File: src/rtl/hz_pkg.sv
`timescale 1ns/1ps
package hz_pkg;

    parameter int unsigned REG_IDX_W = 3;
    parameter int unsigned NUM_SRC   = 2;

    typedef logic [REG_IDX_W-1:0] reg_idx_t;

    // instruction fields tracked in decode and operand fetch
    typedef struct packed {
        logic     valid;
        reg_idx_t src_a;
        reg_idx_t src_b;
        reg_idx_t dst;
        logic     wr;
        logic     load;
        logic     branch;
    } instr_slot_t;

    // fields still needed once an instruction sits in execute
    typedef struct packed {
        logic     valid;
        reg_idx_t dst;
        logic     wr;
        logic     load;
        logic     branch;
    } exe_slot_t;

    typedef enum logic [1:0] {
        ST_RUN       = 2'd0,
        ST_INTERLOCK = 2'd1,
        ST_DRAIN1    = 2'd2,
        ST_DRAIN2    = 2'd3
    } ctrl_state_t;

    typedef enum logic {
        FWD_REGFILE = 1'b0,
        FWD_EXEC    = 1'b1
    } fwd_sel_t;

endpackage

File: src/rtl/hz_stage_track.sv
`timescale 1ns/1ps
module hz_stage_track
    import hz_pkg::*;
(
    input  logic        clk,
    input  logic        rst_n,
    input  instr_slot_t in_slot,
    input  logic        hold,
    input  logic        kill,
    output logic        opf_valid,
    output reg_idx_t    opf_src_a,
    output reg_idx_t    opf_src_b,
    output exe_slot_t   exe_q
);

    instr_slot_t dec_q;
    instr_slot_t opf_q;

    always_ff @(posedge clk) begin
        if (!rst_n) begin
            dec_q <= '0;
            opf_q <= '0;
            exe_q <= '0;
        end else if (kill) begin
            // taken branch leaves execute; everything younger is dropped
            dec_q <= '0;
            opf_q <= '0;
            exe_q <= '0;
        end else if (hold) begin
            // decode and operand fetch keep their instructions, bubble to execute
            exe_q <= '0;
        end else begin
            dec_q        <= in_slot;
            opf_q        <= dec_q;
            exe_q.valid  <= opf_q.valid;
            exe_q.dst    <= opf_q.dst;
            exe_q.wr     <= opf_q.wr;
            exe_q.load   <= opf_q.load;
            exe_q.branch <= opf_q.branch;
        end
    end

    assign opf_valid = opf_q.valid;
    assign opf_src_a = opf_q.src_a;
    assign opf_src_b = opf_q.src_b;

endmodule

File: src/rtl/hz_src_compare.sv
`timescale 1ns/1ps
module hz_src_compare
    import hz_pkg::*;
#(
    parameter int unsigned N_SRC = NUM_SRC
) (
    input  logic                 opf_valid,
    input  reg_idx_t [N_SRC-1:0] opf_src,
    input  exe_slot_t            exe_q,
    output logic     [N_SRC-1:0] fwd_hit,
    output logic                 load_hit
);

    logic             producer_ok;
    logic [N_SRC-1:0] src_match;

    // register 0 is hard-wired and never carries a dependency
    assign producer_ok = opf_valid && exe_q.valid && exe_q.wr &&
                         (exe_q.dst != reg_idx_t'(0));

    for (genvar g = 0; g < N_SRC; g++) begin : g_src
        assign src_match[g] = producer_ok && (opf_src[g] == exe_q.dst);
        assign fwd_hit[g]   = src_match[g] && !exe_q.load;
    end

    assign load_hit = (|src_match) && exe_q.load;

endmodule

File: src/rtl/hz_ctrl_fsm.sv
`timescale 1ns/1ps
module hz_ctrl_fsm
    import hz_pkg::*;
(
    input  logic        clk,
    input  logic        rst_n,
    input  logic        load_hit,
    input  logic        branch_hit,
    output logic        stall,
    output logic        kill,
    output logic        fwd_enable,
    output ctrl_state_t state_q
);

    ctrl_state_t state_d;

    // state register
    always_ff @(posedge clk) begin
        if (!rst_n) state_q <= ST_RUN;
        else        state_q <= state_d;
    end

    // outputs: flush wins over the interlock
    always_comb begin
        kill       = branch_hit;
        stall      = load_hit && !branch_hit;
        fwd_enable = 1'b0;
        unique case (state_q)
            ST_RUN:       fwd_enable = 1'b1;
            ST_INTERLOCK: fwd_enable = 1'b0;
            ST_DRAIN1:    fwd_enable = 1'b0;
            ST_DRAIN2:    fwd_enable = 1'b0;
        endcase
    end

    // transitions
    always_comb begin
        state_d = state_q;
        unique case (state_q)
            ST_RUN: begin
                if (kill)       state_d = ST_DRAIN1;
                else if (stall) state_d = ST_INTERLOCK;
                else            state_d = ST_RUN;
            end
            ST_INTERLOCK: begin
                if (kill) state_d = ST_DRAIN1;
                else      state_d = ST_RUN;
            end
            ST_DRAIN1: state_d = ST_DRAIN2;
            ST_DRAIN2: state_d = ST_RUN;
        endcase
    end

endmodule

File: src/rtl/hz_interlock_unit.sv
`timescale 1ns/1ps
module hz_interlock_unit
    import hz_pkg::*;
(
    input  logic                 clk,
    input  logic                 rst_n,
    input  logic                 in_valid,
    input  logic [REG_IDX_W-1:0] in_src_a,
    input  logic [REG_IDX_W-1:0] in_src_b,
    input  logic [REG_IDX_W-1:0] in_dst,
    input  logic                 in_wr,
    input  logic                 in_load,
    input  logic                 in_branch,
    input  logic                 br_cond,
    output logic                 stall_fetch,
    output logic                 stall_decode,
    output logic                 bubble_opfetch,
    output logic                 fwd_sel_a,
    output logic                 fwd_sel_b,
    output logic                 flush
);

    instr_slot_t           in_slot;
    logic                  opf_valid;
    reg_idx_t              opf_src_a;
    reg_idx_t              opf_src_b;
    reg_idx_t [NUM_SRC-1:0] opf_src;
    exe_slot_t             exe_q;
    logic [NUM_SRC-1:0]    fwd_hit;
    logic                  load_hit;
    logic                  branch_hit;
    logic                  stall;
    logic                  kill;
    logic                  fwd_enable;
    ctrl_state_t           fsm_state;

    always_comb begin
        in_slot.valid  = in_valid;
        in_slot.src_a  = in_src_a;
        in_slot.src_b  = in_src_b;
        in_slot.dst    = in_dst;
        in_slot.wr     = in_wr;
        in_slot.load   = in_load;
        in_slot.branch = in_branch;
    end

    hz_stage_track u_track (
        .clk       (clk),
        .rst_n     (rst_n),
        .in_slot   (in_slot),
        .hold      (stall),
        .kill      (kill),
        .opf_valid (opf_valid),
        .opf_src_a (opf_src_a),
        .opf_src_b (opf_src_b),
        .exe_q     (exe_q)
    );

    assign opf_src[0] = opf_src_a;
    assign opf_src[1] = opf_src_b;

    hz_src_compare #(.N_SRC(NUM_SRC)) u_cmp (
        .opf_valid (opf_valid),
        .opf_src   (opf_src),
        .exe_q     (exe_q),
        .fwd_hit   (fwd_hit),
        .load_hit  (load_hit)
    );

    assign branch_hit = exe_q.valid && exe_q.branch && br_cond;

    hz_ctrl_fsm u_fsm (
        .clk        (clk),
        .rst_n      (rst_n),
        .load_hit   (load_hit),
        .branch_hit (branch_hit),
        .stall      (stall),
        .kill       (kill),
        .fwd_enable (fwd_enable),
        .state_q    (fsm_state)
    );

    assign stall_fetch    = stall;
    assign stall_decode   = stall;
    assign bubble_opfetch = stall;
    assign flush          = kill;
    assign fwd_sel_a      = fwd_enable && fwd_hit[0];
    assign fwd_sel_b      = fwd_enable && fwd_hit[1];

endmodule

File: config.mk
export PLATFORM = sky130hd
export DESIGN_NAME = hz_interlock_unit
export DESIGN_NICKNAME = d
export VERILOG_FILES = /design/src/rtl/hz_pkg.sv /design/src/rtl/hz_stage_track.sv /design/src/rtl/hz_src_compare.sv /design/src/rtl/hz_ctrl_fsm.sv /design/src/rtl/hz_interlock_unit.sv
export SDC_FILE = /design/constraint.sdc
export NUM_CORES = 1
export LEC_CHECK = 0
export BUFFER_PORTS_ARGS = -buffer_cell sky130_fd_sc_hd__buf_2
export CAP_MARGIN = 40
export CORE_ASPECT_RATIO = 0.9
export CORE_MARGIN = 1
export CORE_UTILIZATION = 44
export CTS_BUF_LIST = sky130_fd_sc_hd__clkbuf_8
export CTS_CLUSTER_SIZE = 28
export DETAILED_ROUTE_END_ITERATION = 8
export HOLD_SLACK_MARGIN = 0.06
export SLEW_MARGIN = 10
export SYNTH_ARGS = -nofsm -noshare
export SYNTH_HDL_FRONTEND = slang
export SYNTH_HIERARCHICAL = 1
export SYNTH_SLANG_ARGS = --single-unit
File: constraint.sdc
create_clock -name clk -period 3.6 [get_ports clk]
set_input_delay 0.36 -clock clk [delete_from_list [all_inputs] [get_ports clk]]
set_output_delay 0.36 -clock clk [all_outputs]
set_load 0.005 [all_outputs]
==> results.md, run 1 <==
* Status: completed
* Min-delay worst type: input pin to register
* Routed Antenna Nets at 0
* Fraction of layout cells with a size suffix above 1 at 21.9%
* Final count of hold timing violations at 0
* Fillers at 299
* Synth Area per Inst at 10.8 sq um
* Worst R2R Start: u_track/exe_q[3]
* Congestion Overflow GR at 0
* Critical Path End Type: output port
* Non-Filler Instances at 193
* Worst setup startpoint: u_track/exe_q[3]
* CTS sink cnt at 35
* Cell Pwr Density at 455 nW/um^2
* Vias in the first global route at 863
* Post-CTS sizing at 0
* Routed wire length at 2140 um
* # rows at 19
* Final Max Slew Viols at 0
* Root buf cell: clkbuf_8
* Residual DRC count at 0
* Lkg Pwr at 0.626 nW
* Mapped Area at 1450 sq um
* Antenna cell count at 0
* Multi-input gate area in the final layout at 597 sq um
* Core Region at 3090 sq um
* Initial core utilization at 47.0%
* TritonCTS buffer count at 5
* Arrival @ worst endpoint at 2.13 ns
* Tot GR Track Use at 14.3%
* Worst VDD drop at 0.000217 V
* Hold Buf Count CTS at 0
* # nets final at 166
* Post-DP HPWL at 1520 um
* Hold_sp: in_src_b[2]
* Yosys cell types at 20
* Initial antenna violation count at 0
* Cells after Synth at 135
* Routed length per instance at 11.1 um
* Setup WS post-layout at 1.11 ns
* Vias at 873
* Buffers on Ports at 21
* CTS tree: yes
* Clock skew at 0.00362 ns
* Post-Place Worst Slack at 1.31 ns
* Syn Nets at 151
* Period utilization at 69.2%
* Startpoint types: register
* Register Area at 701 sq um
* Unrepaired setup endpoints after global routing: no
* Die Y at 56.5 um
* Initial DRC count at 7
* Synth Warn # at 6
* Final RePlAce weighted congestion at 0.703
* Slew of the pin with the lowest slew margin at 0.827 ns
* Die area at 3540 sq um
* Area growth syn-to-layout at 7.84%
* Post-synthesis sequential area ratio at 48.2%
* DP Cell Count at 185
* Critical Path RT at 3.24 ns
* Setup TNS at 0 ns
* Maximum clock path buffer count at 2
* FF+latch count, synth at 35
* I/O Pins at 22
* Crit-path max FO at 25
* Crit Path Class: register to output port
* Final setup viols at 0
* Peak Freq at 401 MHz
* Largest net degree at the start of global routing at 26
* Drt pass-1 iters at 4
* Worst skew pair latency at 0.28 ns
* Setup Buffers After CTS at 0
* Avg Vias per Cell at 4.52
* Minimum clock period at 2.49 ns
* Max transition margin at 44.7%
* Global-route wire length before repair at 3770 um
* Clock transition at path regs at 0.07 ns
* Max-cap violations at 0
* Chip Width at 62.6 um
* CTS H-tree depth at 2
state kept, by name (all words and copies together), names as in the netlist:
signal / count
u_track/opf_src_b: 3
u_track/opf_src_a: 3
u_track/opf_valid: 1
u_track/dec_q: 13
u_track/opf_q: 6
u_track/exe_q: 7
u_fsm/state_q: 2
path summary, 6_finish.rpt:
check,slack [ns],cells past startpoint,endpoint
max reg2reg,1.29,7,u_track/dec_q[2]
max,1.11,5,stall_decode
min,0.31,3,u_track/dec_q[8]
min reg2reg,0.46,1,u_track/exe_q[5]
kinds of logic (layout without fill, tap and decap cells):
logic type / after synthesis / in the layout / share of synthesized area, %
multiplexers: 26 / 26 / 17.9
flip-flops: 35 / 35 / 48.2
buffers and inverters: 17 / 33 / 11.0
AND/OR/NAND/NOR: 48 / 48 / 17.1
AO/OA/AOI/OAI: 3 / 3 / 2.07
XOR/XNOR: 6 / 6 / 3.62
final cells by class:
type | instances | area share, %
Sequential cell | 35 | 44.7
Multi-Input combinational cell | 83 | 38.1
Timing Repair Buffer | 23 | 8.15
Clock buffer | 5 | 4.39
Tap cell | 42 | 3.35
Clock inverter | 3 | 0.799
Inverter | 2 | 0.479
metal layers:
metal | global-route usage (%) | up-vias | part of all wire [%]
met5 | 0 | - | 0
met4 | 11.0 | 0 | 2.2
met3 | 4.47 | 5 | 3.9
met2 | 22.8 | 16 | 45
met1 | 15.9 | 390 | 49
li1 | - | 462 | -
critical path, stage by stage, from the launching register on:
cell and delay (ns):
dfxtp_1 0.37, xnor2_1 0.13, nand3_1 0.14, a211oi_2 0.24, nor2b_4 0.72, buf_2 0.24
cell usage after synthesis:
master,instances,area (sq um)
inv_1,2,7.51
nor3_1,2,10.0
and2_1,9,56.3
or3_1,1,6.26
a21boi_1,1,7.51
nand4_2,1,12.5
nor3b_4,1,18.8
a211oi_2,1,12.5
nor2_1,27,101
nand3_1,2,10.0
mux2i_1,26,260
and3_1,1,6.26
nor2b_2,1,8.76
nand2b_1,3,18.8
buf_6,4,45.0
dfxtp_1,35,701
buf_12,2,40.0
o211a_1,1,10.0
buf_4,9,67.6
xnor2_1,6,52.6
metrics by stage:
step / total power, mW / area, sq um / util [%] / hold slack (ns)
2_1_floorplan: 0.452 / 1450 / - / 0.430
3_3_place_gp: 0.458 / 1470 / 47.6 / 0.450
3_5_place_dp: 0.462 / 1490 / 48.1 / 0.446
4_1_cts: 0.720 / 1570 / 50.7 / 0.304
5_1_grt: 0.748 / 1570 / 50.7 / 0.297
6_report: 0.712 / 1570 / 50.7 / 0.310
power breakdown:
part           internal, mW  switching, mW  total, mW
combinational        0.0215         0.0187     0.0403
sequential            0.403        0.00894      0.412
clock                 0.130          0.130      0.260
total                 0.555          0.158      0.712
cell usage in the layout, fill, tap and decap left out:
master    count
a211oi_2      1
a21boi_1      1
and2_1        9
and3_1        1
buf_2        21
buf_4         1
buf_8         1
clkbuf_8      5
clkinv_2      1
dfxtp_1      35
inv_1         4
mux2i_1      26
nand2b_1      3
nand3_1       2
nand4_2       1
nor2_1       27
nor2b_4       1
nor3_1        2
nor3b_4       1
o211a_1       1
or3_1         1
xnor2_1       6
Power figures use the tool's default switching activity.
==> run 2: changes to the inputs <==
- ABC_AREA: not set -> 1
- clock period: 3.6 -> 2.6 ns (I/O delays scaled with it)
==> run 2 against run 1 <==
  * Non-clock buffer count increased by 1
  * Clock skew increased by 0.0045 ns
  * Utilization decreased by 0.13 points
  * Hold slack lost 0.086 ns
  * Via count rose by 33%
  * Largest power group unchanged
  * Register-to-register slack got worse by 0.50 ns
==> results.md, run 2 <==
* Crit Path Class: register to output port
* Worst skew pair latency at 0.28 ns (about the same)
* Post-placement cell area at 1620 sq um (+9.1%)
* Buffers on Ports at 21 (unchanged)
* CP max-delay cell: dfxtp_1
* Hold WS at 0.224 ns (-0.0861 ns)
* Final setup viols at 0 (unchanged)
* Die area at 3800 sq um (+7.4%)
* Final design utilization at 50.6% (-0.13 points)
* FF+latch count, synth at 35 (unchanged)
* Routed Antenna Nets at 0 (unchanged)
* Setup WS post-layout at 0.424 ns (-0.685 ns)
* Non-Filler Instances at 265 (+37%)
* Status: completed
* Hold Buf Count CTS at 0 (unchanged)
* Maximum clock path buffer count at 2 (unchanged)
* Worst Path Buf+Inv at 4 (+3)
* Crit-path max cell delay at 0.36 ns (-0.36 ns)
* # rows at 20 (+1)
* Residual DRC count at 0 (unchanged)
* Area growth syn-to-layout at 9.20%
* TritonCTS buffer count at 5 (unchanged)
* Tot GR Track Use at 15.7% (+1.4 points)
* Tot Pwr at 1.02 mW (+43%)
* Routed wire length at 2470 um (+16%)
* # nets final at 237 (+43%)
* Vias in the first global route at 1,067 (+24%)
* Global-route wire length before repair at 4490 um (+19%)
* Final instance area at 1710 sq um (+9.0%)
* Period utilization at 83.7%
* Slew of the pin with the lowest slew margin at 0.719 ns (-0.108 ns)
* Final RePlAce weighted congestion at 0.738 (+5.0%)
* Worst VDD drop at 0.000357 V (+64%)
* Mapped Area at 1560 sq um (+7.7%)
* Cell Pwr Density at 597 nW/um^2 (+31%)
* Congestion Overflow GR at 0 (unchanged)
* Register Area at 701 sq um (unchanged)
* Initial DRC count at 34 (+27)
* Multi-input gate area in the final layout at 616 sq um (+3.1%)
* Most frequent cells in the layout: nand2_1, dfxtp_1, inv_1
* Post-DP HPWL at 1610 um (+6.5%)
* CTS tree: yes
* Antenna cell count at 0 (unchanged)
* Die Y at 58.6 um (+3.6%)
* Chip Width at 64.8 um (+3.6%)
* Synth Area per Inst at 7.59 sq um (-29%)
* Vias at 1,162 (+33%)
* DP Cell Count at 258 (+39%)
* Area contributors post-synth: dfxtp_1, nand2_1, a21oi_2, inv_1, buf_4
* Routed length per instance at 9.33 um (-16%)
* Top Registers: u_track/dec_q (13), u_track/exe_q (7), u_track/opf_q (6)
* Post-CTS sizing at 0 (unchanged)
* Most common cell after layout, fill and taps aside: nand2_1
* Initial core utilization at 46.3% (-0.71 points)
* Most frequent cell after synthesis: nand2_1
* CTS H-tree depth at 2 (unchanged)
* Min-delay worst type: input pin to register
* Peak Freq at 460 MHz
* Lkg Pwr at 0.753 nW (+20%)
* Post-synth top area cell: dfxtp_1
* Clock skew at 0.00811 ns (+0.00449 ns)
* Arrival @ worst endpoint at 1.92 ns (-0.21 ns)
* Fraction of layout cells with a size suffix above 1 at 25.8% (+3.9 points)
* Setup TNS at 0 ns (unchanged)
* Fillers at 372 (+24%)
* CP cell instances: inv_1 -> nor2_1 -> nand2_1 -> nor2_1 -> nand2_1 -> a21oi_2 -> nand2_1 -> inv_1 -> buf_12 -> buf_2
* Post-Place Worst Slack at 0.720 ns (-0.592 ns)
* Crit-path max FO at 17 (-32%)
* Clock transition at path regs at 0.07 ns (about the same)
* Cells after Synth at 206 (+53%)
* Initial antenna violation count at 0 (unchanged)
* Unrepaired setup endpoints after global routing: no
* Ys flop type: dfxtp_1
* Post-synthesis async set-or-reset flop share at 0% (unchanged)
* Minimum clock period at 2.18 ns
* Core Region at 3380 sq um (+9.3%)
* Critical Path RT at 2.34 ns (-0.90 ns)
* Drt pass-1 iters at 4 (unchanged)
* Max transition margin at 51.9% (+7.1 points)
* Max reg flops at 13 (unchanged)
* Post-synthesis sequential area ratio at 44.8% (-3.4 points)
* Critical Path End Type: output port
* CP delay by family, top: buffers and inverters
* Post-synth top cells: nand2_1, dfxtp_1, inv_1
* Setup Buffers After CTS at 0 (unchanged)
* Max-cap violations at 0 (unchanged)
* I/O Pins at 22 (unchanged)
* Root buf cell: clkbuf_8
* Post-synth EDFFs at 0 (unchanged)
* Largest net degree at the start of global routing at 28 (+7.7%)
* CTS sink cnt at 35 (unchanged)
* Biggest register: u_track/dec_q
* CP dominant cell by count: nand2_1
* Yosys cell types at 14 (-30%)
* Synth top area share at 44.8% (-3.4 points)
* Final Max Slew Viols at 0 (unchanged)
* Avg Vias per Cell at 4.38 (-3.1%)
* Synth Warn # at 6 (unchanged)
* Final count of hold timing violations at 0 (unchanged)
* Syn Nets at 222 (+47%)
* Startpoint types: register
==> run 2: where the power goes <==
part | switching [mW] | internal (mW)
sequential | 0.0118 | 0.558
combinational | 0.0336 | 0.0281
clock | 0.180 | 0.208
==> run 2: final timing paths <==
kind,start,to,slack (ns),cells after the start
setup reg to reg,u_track/opf_valid,u_track/exe_q[2],0.79,11
hold / removal,in_src_a[1],u_track/dec_q[10],0.22,3
hold reg to reg,u_track/opf_q[3],u_track/exe_q[3],0.43,2
setup / recovery,u_track/opf_valid,stall_decode,0.42,10
==> run 2: tightest hold or removal path, delay by kind of cell <==
kind,cells,cell delay (ns)
and+or+nand+nor,1,0.05
buffers and inverters,1,0.09
AOI/OAI and AO/OA,1,0.05
==> run 2: cell type report <==
type                            instances  area share [%]
Clock buffer                            6            4.84
Clock inverter                          1           0.293
Inverter                               27            6.37
Multi-Input combinational cell        128            36.0
Sequential cell                        35            41.0
Tap cell                               44            3.22
Timing Repair Buffer                   24            8.21
==> run 2: kinds of logic (layout without fill, tap and decap cells) <==
logic type,after synthesis,after routing,share of synthesized area [%]
xor gates and xnor gates,1,1,0.560
AOI/OAI and AO/OA,28,28,14.2
DFF,35,35,44.8
and+or+nand+nor,99,99,24.6
buffers and inverters,43,58,15.8
==> run 2: per-layer routing <==
layer	global-route usage, %	share of wire [%]	vias to the layer above
met1	19.7	55	504
met3	4.65	3.4	2
met2	23.8	41	17
li1	-	-	639
met5	0	0	-
met4	9.52	1.2	0
